$ cat src/rtl/bridge_pkg.sv
// Shared constants and types for the slow bus to shared RAM bridge.
// Assumes the shared window is a contiguous address range.
package bridge_pkg;
    localparam int BUS_AW = 16;
    localparam int DW     = 8;
    localparam logic [BUS_AW-1:0] WIN_BASE = 16'h2000;
    localparam logic [BUS_AW-1:0] WIN_LAST = 16'h5FFF;
    localparam int MEM_AW = $clog2(int'(WIN_LAST) - int'(WIN_BASE) + 1);

    // Flags latched when a slow cycle starts.
    typedef struct packed {
        logic hit;
        logic rnw;
    } cyc_t;
endpackage

$ cat src/rtl/bridge_sync.sv
// Multi-stage flop synchronizer for W independent single-bit signals.
// Assumes STAGES >= 2 and that each bit may be sampled independently.
module bridge_sync #(
    parameter int W      = 2,
    parameter int STAGES = 2
) (
    input  logic         clk,
    input  logic         rst_n,
    input  logic [W-1:0] d,
    output logic [W-1:0] q
);
    logic [STAGES-1:0][W-1:0] chain;

    // Shift the asynchronous inputs through the flop chain.
    always_ff @(posedge clk) begin
        if (!rst_n) begin
            chain <= '0;
        end else begin
            chain[0] <= d;
            for (int i = 1; i < STAGES; i++) chain[i] <= chain[i-1];
        end
    end

    assign q = chain[STAGES-1];
endmodule

$ cat src/rtl/bridge_decode.sv
// Window decode: flags an address inside [BASE, LAST] and gives its
// word offset from BASE. Purely combinational.
module bridge_decode #(
    parameter int BUS_AW = 16,
    parameter int MEM_AW = 14,
    parameter logic [BUS_AW-1:0] BASE = '0,
    parameter logic [BUS_AW-1:0] LAST = '1
) (
    input  logic [BUS_AW-1:0] addr,
    output logic              hit,
    output logic [MEM_AW-1:0] offset
);
    logic [BUS_AW-1:0] diff;

    // Range compare and offset subtraction.
    always_comb begin
        hit    = (addr >= BASE) && (addr <= LAST);
        diff   = addr - BASE;
        offset = diff[MEM_AW-1:0];
    end
endmodule

$ cat src/rtl/bridge_rdlatch.sv
// Read data holding register: captures RAM read data when cap is high
// and holds it indefinitely otherwise.
module bridge_rdlatch #(
    parameter int DW = 8
) (
    input  logic          clk,
    input  logic          rst_n,
    input  logic          cap,
    input  logic [DW-1:0] din,
    output logic [DW-1:0] dout
);
    // Load on capture strobe, else hold.
    always_ff @(posedge clk) begin
        if (!rst_n)   dout <= '0;
        else if (cap) dout <= din;
    end
endmodule

$ cat src/rtl/bus_dpram_bridge.sv
// Bridge from a slow phase-clocked 8-bit bus to one port of a dual-port
// RAM. It assumes the following:
// - bus_addr is stable from before the phase clock rises until after it falls.
// - bus_rnw is stable for the whole cycle.
// - The phase clock stays high and stays low for several clk periods.
// Reads are issued right after the address is captured. Writes commit
// once, on the detected phase fall, and a same-word fast port write
// suppresses them.
module bus_dpram_bridge #(
    parameter int BUS_AW = bridge_pkg::BUS_AW,
    parameter int DW     = bridge_pkg::DW,
    parameter logic [BUS_AW-1:0] WIN_BASE = bridge_pkg::WIN_BASE,
    parameter logic [BUS_AW-1:0] WIN_LAST = bridge_pkg::WIN_LAST,
    parameter int SYNC_STAGES = 2,
    localparam int MEM_AW = $clog2(int'(WIN_LAST) - int'(WIN_BASE) + 1)
) (
    input  logic              clk,
    input  logic              rst_n,
    input  logic              bus_phi2,
    input  logic              bus_rnw,
    input  logic [BUS_AW-1:0] bus_addr,
    input  logic [DW-1:0]     bus_din,
    output logic [DW-1:0]     bus_dout,
    output logic              bus_doe,
    output logic              mem_en,
    output logic              mem_we,
    output logic [MEM_AW-1:0] mem_addr,
    output logic [DW-1:0]     mem_wdata,
    input  logic [DW-1:0]     mem_rdata,
    input  logic              fp_we,
    input  logic [MEM_AW-1:0] fp_addr
);
    import bridge_pkg::*;

    logic [1:0]        sync_q;
    logic              phi2_s, rnw_s, phi2_d;
    logic              phase_rise, phase_fall;
    logic              dec_hit;
    logic [MEM_AW-1:0] dec_off;
    cyc_t              cyc;
    logic [MEM_AW-1:0] cyc_off;
    logic [DW-1:0]     din_q;
    logic              rd_req, rd_cap;
    logic              wr_go, clash;

    bridge_sync #(.W(2), .STAGES(SYNC_STAGES)) u_sync (
        .clk  (clk),
        .rst_n(rst_n),
        .d    ({bus_phi2, bus_rnw}),
        .q    (sync_q)
    );
    assign phi2_s = sync_q[1];
    assign rnw_s  = sync_q[0];

    bridge_decode #(
        .BUS_AW(BUS_AW), .MEM_AW(MEM_AW), .BASE(WIN_BASE), .LAST(WIN_LAST)
    ) u_dec (
        .addr  (bus_addr),
        .hit   (dec_hit),
        .offset(dec_off)
    );

    // Delayed synchronized phase for edge detection.
    always_ff @(posedge clk) begin
        if (!rst_n) phi2_d <= 1'b0;
        else        phi2_d <= phi2_s;
    end

    assign phase_rise = phi2_s & ~phi2_d;
    assign phase_fall = ~phi2_s & phi2_d;

    // Latch cycle flags and offset at phase start; drop the hit at phase end.
    always_ff @(posedge clk) begin
        if (!rst_n) begin
            cyc     <= '0;
            cyc_off <= '0;
        end else if (phase_rise) begin
            cyc.hit <= dec_hit;
            cyc.rnw <= rnw_s;
            cyc_off <= dec_off;
        end else if (phase_fall) begin
            cyc.hit <= 1'b0;
        end
    end

    // Keep sampling bus data while the phase is high; the last sample wins.
    always_ff @(posedge clk) begin
        if (!rst_n)      din_q <= '0;
        else if (phi2_s) din_q <= bus_din;
    end

    // Read request one cycle after the start, capture one cycle later.
    always_ff @(posedge clk) begin
        if (!rst_n) begin
            rd_req <= 1'b0;
            rd_cap <= 1'b0;
        end else begin
            rd_req <= phase_rise & rnw_s & dec_hit;
            rd_cap <= rd_req;
        end
    end

    bridge_rdlatch #(.DW(DW)) u_rd (
        .clk  (clk),
        .rst_n(rst_n),
        .cap  (rd_cap),
        .din  (mem_rdata),
        .dout (bus_dout)
    );

    // Deferred write commit and RAM port drive.
    always_comb begin
        wr_go     = phase_fall & cyc.hit & ~cyc.rnw;
        clash     = fp_we & (fp_addr == cyc_off);
        mem_we    = wr_go & ~clash;
        mem_en    = rd_req | mem_we;
        mem_addr  = cyc_off;
        mem_wdata = din_q;
        bus_doe   = phi2_s & cyc.hit & cyc.rnw;
    end
endmodule

$ cat config.mk
export PLATFORM = sky130hd
export DESIGN_NAME = bus_dpram_bridge
export DESIGN_NICKNAME = d
export VERILOG_FILES = /design/src/rtl/bridge_pkg.sv /design/src/rtl/bridge_sync.sv /design/src/rtl/bridge_decode.sv /design/src/rtl/bridge_rdlatch.sv /design/src/rtl/bus_dpram_bridge.sv
export SDC_FILE = /design/constraint.sdc
export NUM_CORES = 1
export LEC_CHECK = 0
export BUFFER_PORTS_ARGS = -buffer_cell sky130_fd_sc_hd__buf_2
export CORE_MARGIN = 2
export CORE_UTILIZATION = 40
export CTS_CLUSTER_DIAMETER = 200
export DETAILED_ROUTE_END_ITERATION = 8
export PLACE_DENSITY = 0.84
export SYNTH_ARGS = -nofsm -noshare
export SYNTH_HDL_FRONTEND = slang
export SYNTH_SLANG_ARGS = --single-unit
$ cat constraint.sdc
create_clock -name clk -period 1.4 [get_ports clk]
set_input_delay 0.07 -clock clk [delete_from_list [all_inputs] [get_ports clk]]
set_output_delay 0.07 -clock clk [all_outputs]
set_load 0.01 [all_outputs]
==> results of run 1 <==
-- placed cells by master, fill, tap and decap left out, drive strengths merged, types with 2 or more instances in the layout --
master,n
mux2i,30
nand4,3
xnor2,15
nor2b,30
buf,87
inv,2
and2,6
nand2,2
ha,2
nand3b,2
nor2,2
clkbuf,5
dlygate4sd3,2
clkinv,2
dfxtp,39
-- state kept, by name, summed over array words and instances (netlist names) --
name          cells
cyc               2
mem_addr         14
mem_wdata         8
phi2_d            1
rd_cap            1
rd_req            1
u_rd.dout         8
u_sync.chain      2
u_sync.q          2
-- how the worst min path moves through the flow --
stage	startpoint	slack, ns	depth (start not counted)	to
after global routing	bus_addr[7]	0.04	3	mem_addr[7]
after floorplan	bus_rnw	0.20	1	u_sync.chain[0]
after detailed placement	bus_rnw	0.28	2	u_sync.chain[0]
after global placement	bus_rnw	0.28	2	u_sync.chain[0]
final	mem_rdata[4]	0.04	3	u_rd.dout[4]
after CTS	bus_din[5]	0.03	3	mem_wdata[5]
-- layout make-up --
type | instances | area (um2) | share of cell area (%)
multi-input cells | 99 | 827 | 36.3
flip-flops and latches | 39 | 791 | 34.7
repair buffers | 89 | 478 | 21.0
clock buffers | 5 | 68.8 | 3.02
well taps | 50 | 62.6 | 2.75
clock inverters | 3 | 43.8 | 1.92
inverters | 2 | 7.51 | 0.329
-- critical path, stage by stage (launching register included) --
cell and delay, ns:
dfxtp_1 0.37, xnor2_1 0.13, nand3_1 0.16, nor4_4 0.30
o21bai_1 0.11, buf_2 0.15
-- stage by stage --
stage	total power [uW]	instances	area (um2)	setup WS, ns
final	2340	287	2280	-0.172
after global routing	2440	287	2280	-0.278
after CTS	2370	286	2240	-0.179
after floorplan	1310	148	1620	0.122
after global placement	1420	275	2080	0.101
after detailed placement	1420	275	2080	0.124
-- synth_stat cells, types with 2 or more instances --
master | number | share of area, %
and2_1 | 6 | 2.3
buf_2 | 3 | 0.93
clkbuf_1 | 3 | 0.69
dfxtp_1 | 39 | 48
ha_1 | 2 | 1.5
inv_1 | 2 | 0.46
mux2i_1 | 30 | 19
nand2_1 | 2 | 0.46
nand3b_1 | 2 | 0.93
nand4_1 | 3 | 1.2
nor2_1 | 2 | 0.46
nor2b_1 | 30 | 12
xnor2_1 | 15 | 8.1
-- what timing repair did --
item,in CTS,in global routing
pin swaps,4,7
gates resized for setup,7,6
setup endpoints to repair,2,2
hold buffers,2,0
endpoints found under the hold margin,2,0
setup buffers,1,1
-- power by group --
group	internal (uW)	switching [uW]	leakage (uW)
registers	1140	18.8	0.000320
clock network	531	395	0.0000581
logic	151	104	0.000631
total	1820	518	0.00101
-- cells by family (layout without fill, tap and decap cells) --
kind of cell | Yosys count | in the layout | synth area share, %
and+or+nand+nor | 49 | 49 | 18.9
DFF | 39 | 39 | 48.1
muxes | 30 | 30 | 18.5
xor gates and xnor gates | 15 | 15 | 8.10
buffers and inverters | 10 | 99 | 3.24
AOI/OAI and AO/OA | 3 | 3 | 1.54
adders and majority gates | 2 | 2 | 1.54
-- per-layer routing --
layer  track usage [%]  vias to the layer above  part of all wire [%]
met1              15.9                      576                    42
met5                 0                        -                     0
met4              6.63                        0                  0.88
met2              23.2                       43                    51
met3              4.83                        2                   6.7
li1                  -                      664                     -
==> impl_metrics.csv, run 1 <==
group,metric,value,unit
status,status,"finished, violations left",
status,violations,"negative setup slack",
grt,overflow,0,
finish,fill_cells,352,
timing,slew_viol_final,0,
grt,antenna_found_initial,0,
timing,timing.final.ws_setup,-0.172,ns
yosys,ys_types,22,
timing,max_freq,0.636,GHz
yosys,synth.avg_cell_area,11.0,um2
run,maxCapViolations,0,
routing,drtAntennaViolNets,0,
floorplanning,pin_count,84,
grt,grt_pass1_wl,4660,um
worst_setup_path,cp.required,1.33,ns
routing,vias_per_cell,4.48,
timing,skew,0.00609,ns
floorplanning,rows,23,
floorplanning,die_h,67.7,um
yosys,syn-cell-area,0.00162,mm2
timing,rsz0062_at_grt,"true",
finish,finalCoreUtilization,57.8,%
floorplanning,die_w,67.7,um
finish,nets,289,
pwr,ir_drop,0.719,mV
hold_path,min_path_type,"in -> reg",
timing,hold_viol,0,
routing,drt_iter0_markers,26,
timing,tightest_slew,0.499,ns
grt,grt_max_degree,40,
placement,port_buffers,83,
worst_setup_path,cp_max_fo,3,
timing,fin_crit,1.57,ns
timing,period_share,112,%
timing,setup_viol,2,
worst_setup_path,r2r.worst_path.cells,4,
clocking,cts_tree,"yes",
floorplanning,dieArea,0.00458,mm2
clocking,worstSkewPairLatency,0.29,ns
yosys,synth-seq-area-share,48.1,%
clocking,ctsHtreeMaxLevel,2,
worst_setup_path,critPathCaptureType,"primary output",
yosys,ys_seq_elements,39,
routing,via_count,1285,
worst_setup_path,crit_path_end,"mem_en",
yosys,async_flop_share,0,%
timing,slew_headroom,66.8,%
clocking,clock_sinks,39,
worst_setup_path,rrSetupSlack,0.22,ns
yosys,synth_edf_count,0,
clocking,path_clk_slew,0.08,ns
grt,track_usage,14.0,%
clocking,cts_root_buf,"clkbuf_8",
floorplanning,initial_utilization,41.1,%
timing,fin_tns_setup,-0.300,ns
finish,area_delta_synth_final,40.5,%
clocking,numCtsBuffers,5,
pwr,power.density,1030,mW/mm2
worst_setup_path,worstSetupPathType,"reg -> out",
worst_setup_path,r2r_end,"mem_addr[4]",
finish,diodes,0,
grt,first_global_vias,1087,
yosys,postSynthCellCount,148,
routing,drc,0,
finish,drive_gt1_share,45.6,%
yosys,syn-num-nets,201,
routing,drt-pass1-iter-count,2,
routing,wl_per_cell,11.4,um
pwr,p_leak,0.00101,uW
yosys,synthFlopType,"dfxtp_1",
placement,gp_congestion,0.756,
clocking,clockBufferDepth,2,
worst_setup_path,crit_start,"mem_addr[7]",
worst_setup_path,r2r-start,"u_sync.q[1]",
worst_setup_path,arrival,1.50,ns
timing,holdWs,0.0387,ns
worst_setup_path,startpoint_type,"flip-flop",
routing,wl,3280,um
placement,dp_hpwl,2440,um
floorplanning,core_area,0.00394,mm2
yosys,ys_warn_count,0,
(Power assumes the default switching activity.)
==> run 2, diff against run 1 <==
==> constraint.sdc (replaced) <==
create_clock -name clk -period 1.4 [get_ports clk]
set_input_delay 0.14 -clock clk [delete_from_list [all_inputs] [get_ports clk]]
set_output_delay 0.14 -clock clk [all_outputs]
set_load 0.01 [all_outputs]
==> run 2 against run 1 <==
Against the previous run: the run still ends with negative setup slack left; core utilization shrank 0.54 points; die area is the same; largest cell class unchanged; via count shrank 0.47%; cell area shrank 0.93%; non-clock buffer count shrank 2; hold slack gained 0.027 ns; first-iteration DRC count shrank 3.8%; count of clock-buffer cells in the layout grew 1; critical path type unchanged.
==> impl_metrics.csv, run 2 (synthesis gave the netlist of run 1 again) <==
group,metric,value,unit
timing,rsz0062_at_grt,"true",
finish,largest_reg_flops,14,
worst_setup_path,startpoint_type,"flip-flop",
worst_setup_path,cp.required,1.26,ns
finish,diodes,0,
pwr,power.density,951,mW/mm2
floorplanning,pin_count,84,
timing,setup_viol,2,
worst_setup_path,arrival,1.45,ns
floorplanning,rows,23,
finish,drive_gt1_share,48.3,%
clocking,cts_tree,"yes",
worst_setup_path,crit_start,"mem_addr[1]",
clocking,numCtsBuffers,5,
worst_setup_path,r2r-start,"u_sync.q[1]",
worst_setup_path,worstSetupPathType,"reg -> out",
worst_setup_path,slowest_stage,"dfxtp_2",
hold_path,min_path_type,"in -> reg",
clocking,worstSkewPairLatency,0.27,ns
worst_setup_path,path_cells,"xnor2_2 > nand4_1 > nor4_4 > o21bai_1 > buf_2",
worst_setup_path,cp_max_fo,3,
routing,drt_iter0_markers,25,
pwr,power_frac_comb,11.9,%
routing,drt-pass1-iter-count,3,
finish,fill_cells,349,
timing,skew,0.00397,ns
finish,nets,287,
pwr,seq_power_share,54.0,%
placement,dp_cells,276,
routing,wl_per_cell,11.5,um
worst_setup_path,critPathCaptureType,"primary output",
clocking,ctsHtreeMaxLevel,2,
pwr,switching_share,21.9,%
status,status,"finished, violations left",
status,violations,"negative setup slack",
pwr,clockPowerShare,34.0,%
pwr,finalPower,2150,uW
finish,multi_input_area,847,um2
routing,drc,0,
timing,slew_headroom,70.3,%
pwr,intPower,1680,uW
pwr,ir_drop,0.680,mV
grt,grt_max_degree,27,
routing,wl,3260,um
hold_path,hold_start,"bus_phi2",
timing,timing.final.ws_setup,-0.187,ns
clocking,clockBufferDepth,2,
grt,antenna_found_initial,0,
finish,layout_commonest_cell,"buf_2",
pwr,p_switching,470,uW
clocking,clock_sinks,39,
floorplanning,die_w,67.7,um
placement,port_buffers,83,
routing,vias_per_cell,4.50,
finish,layout.cells.non_filler,284,
grt,overflow,0,
timing,fin_tns_setup,-0.351,ns
timing,fin_crit,1.59,ns
routing,drtAntennaViolNets,0,
timing,hold_viol,0,
clocking,path_clk_slew,0.07,ns
routing,via_count,1279,
floorplanning,core_area,0.00394,mm2
timing,holdWs,0.0662,ns
worst_setup_path,crit_family,"simple AND/OR/NAND/NOR gates",
placement,gp_congestion,0.750,
timing,tightest_slew,0.445,ns
pwr,p_leak,0.000999,uW
finish,final_cell_mix,"83 x buf_2, 30 x mux2i_1, 30 x nor2b_1",
worst_setup_path,path_buf_inv,1,
grt,first_global_vias,1129,
timing,slew_viol_final,0,
timing,period_share,113,%
grt,grt_pass1_wl,4690,um
floorplanning,initial_utilization,41.1,%
grt,track_usage,13.6,%
floorplanning,dieArea,0.00458,mm2
timing,max_freq,0.630,GHz
placement,dp_hpwl,2450,um
finish,seq_area,795,um2
finish,area_delta_synth_final,39.2,%
worst_setup_path,cp_slowest_stage_delay,0.36,ns
clocking,cts_root_buf,"clkbuf_8",
run,maxCapViolations,0,
floorplanning,die_h,67.7,um
[run 2: cell types whose count changed in the layout (fill, tap and decap cells not counted), sizes merged]
cell         before  now
clkbuf            5    6
bufinv            1    0
clkinv            2    1
dlygate4sd3       2    0
[run 2: per-stage QoR]
step	utilization (%)	setup slack [ns]	cell area [um2]
after floorplan	-	0.122	1620
final	57.3	-0.187	2260
after detailed placement	53.0	0.0610	2090
after global routing	57.3	-0.282	2260
after global placement	53.0	0.0292	2090
after CTS	55.9	-0.215	2200
[run 2: metal layers]
metal  GRT usage (%)  up-vias  wire length, um
met5               0        -                0
met4            7.40        0               49
met3            2.67        4              188
met2            22.7       43             1630
met1            16.3      576             1380
li1                -      656                -
[run 2: final cells by class]
type / count / area share [%]
clock buffers: 6 / 3.66
repair buffers: 87 / 20.3
inverters: 2 / 0.333
well taps: 50 / 2.77
clock inverters: 1 / 0.222
flip-flops and latches: 39 / 35.2
multi-input cells: 99 / 37.5
[run 2: worst paths after layout]
path	endpoint	slack, ns	cells past startpoint
setup reg to reg	mem_addr[8]	0.25	4
hold reg to reg	u_sync.q[1]	0.44	1
hold / removal	u_sync.chain[1]	0.07	2
setup / recovery	mem_en	-0.19	5
[run 2: power groups by stage]
stage               registers, uW  clock network [uW]  logic (uW)
finish                       1160                 731         256
global route                 1160                 808         283
CTS                          1160                 765         247
detailed placement           1180                   0         243
global placement             1180                   0         239
floorplan                    1190                   0         117
[run 2: repair_timing]
action                     in CTS  in global routing
setup endpoints to repair       2                  2
cloned                          0                  0
pin swaps                      12                  7
buffers inserted                1                  0
gates resized for setup         9                 10
hold buffers                    0                  0
[run 2: worst register-to-register path: stages, from the launching register on]
cell,delay [ns]
dfxtp_1,0.37
ha_1,0.21
buf_12,0.18
mux2i_1,0.21
nor2b_1,0.06
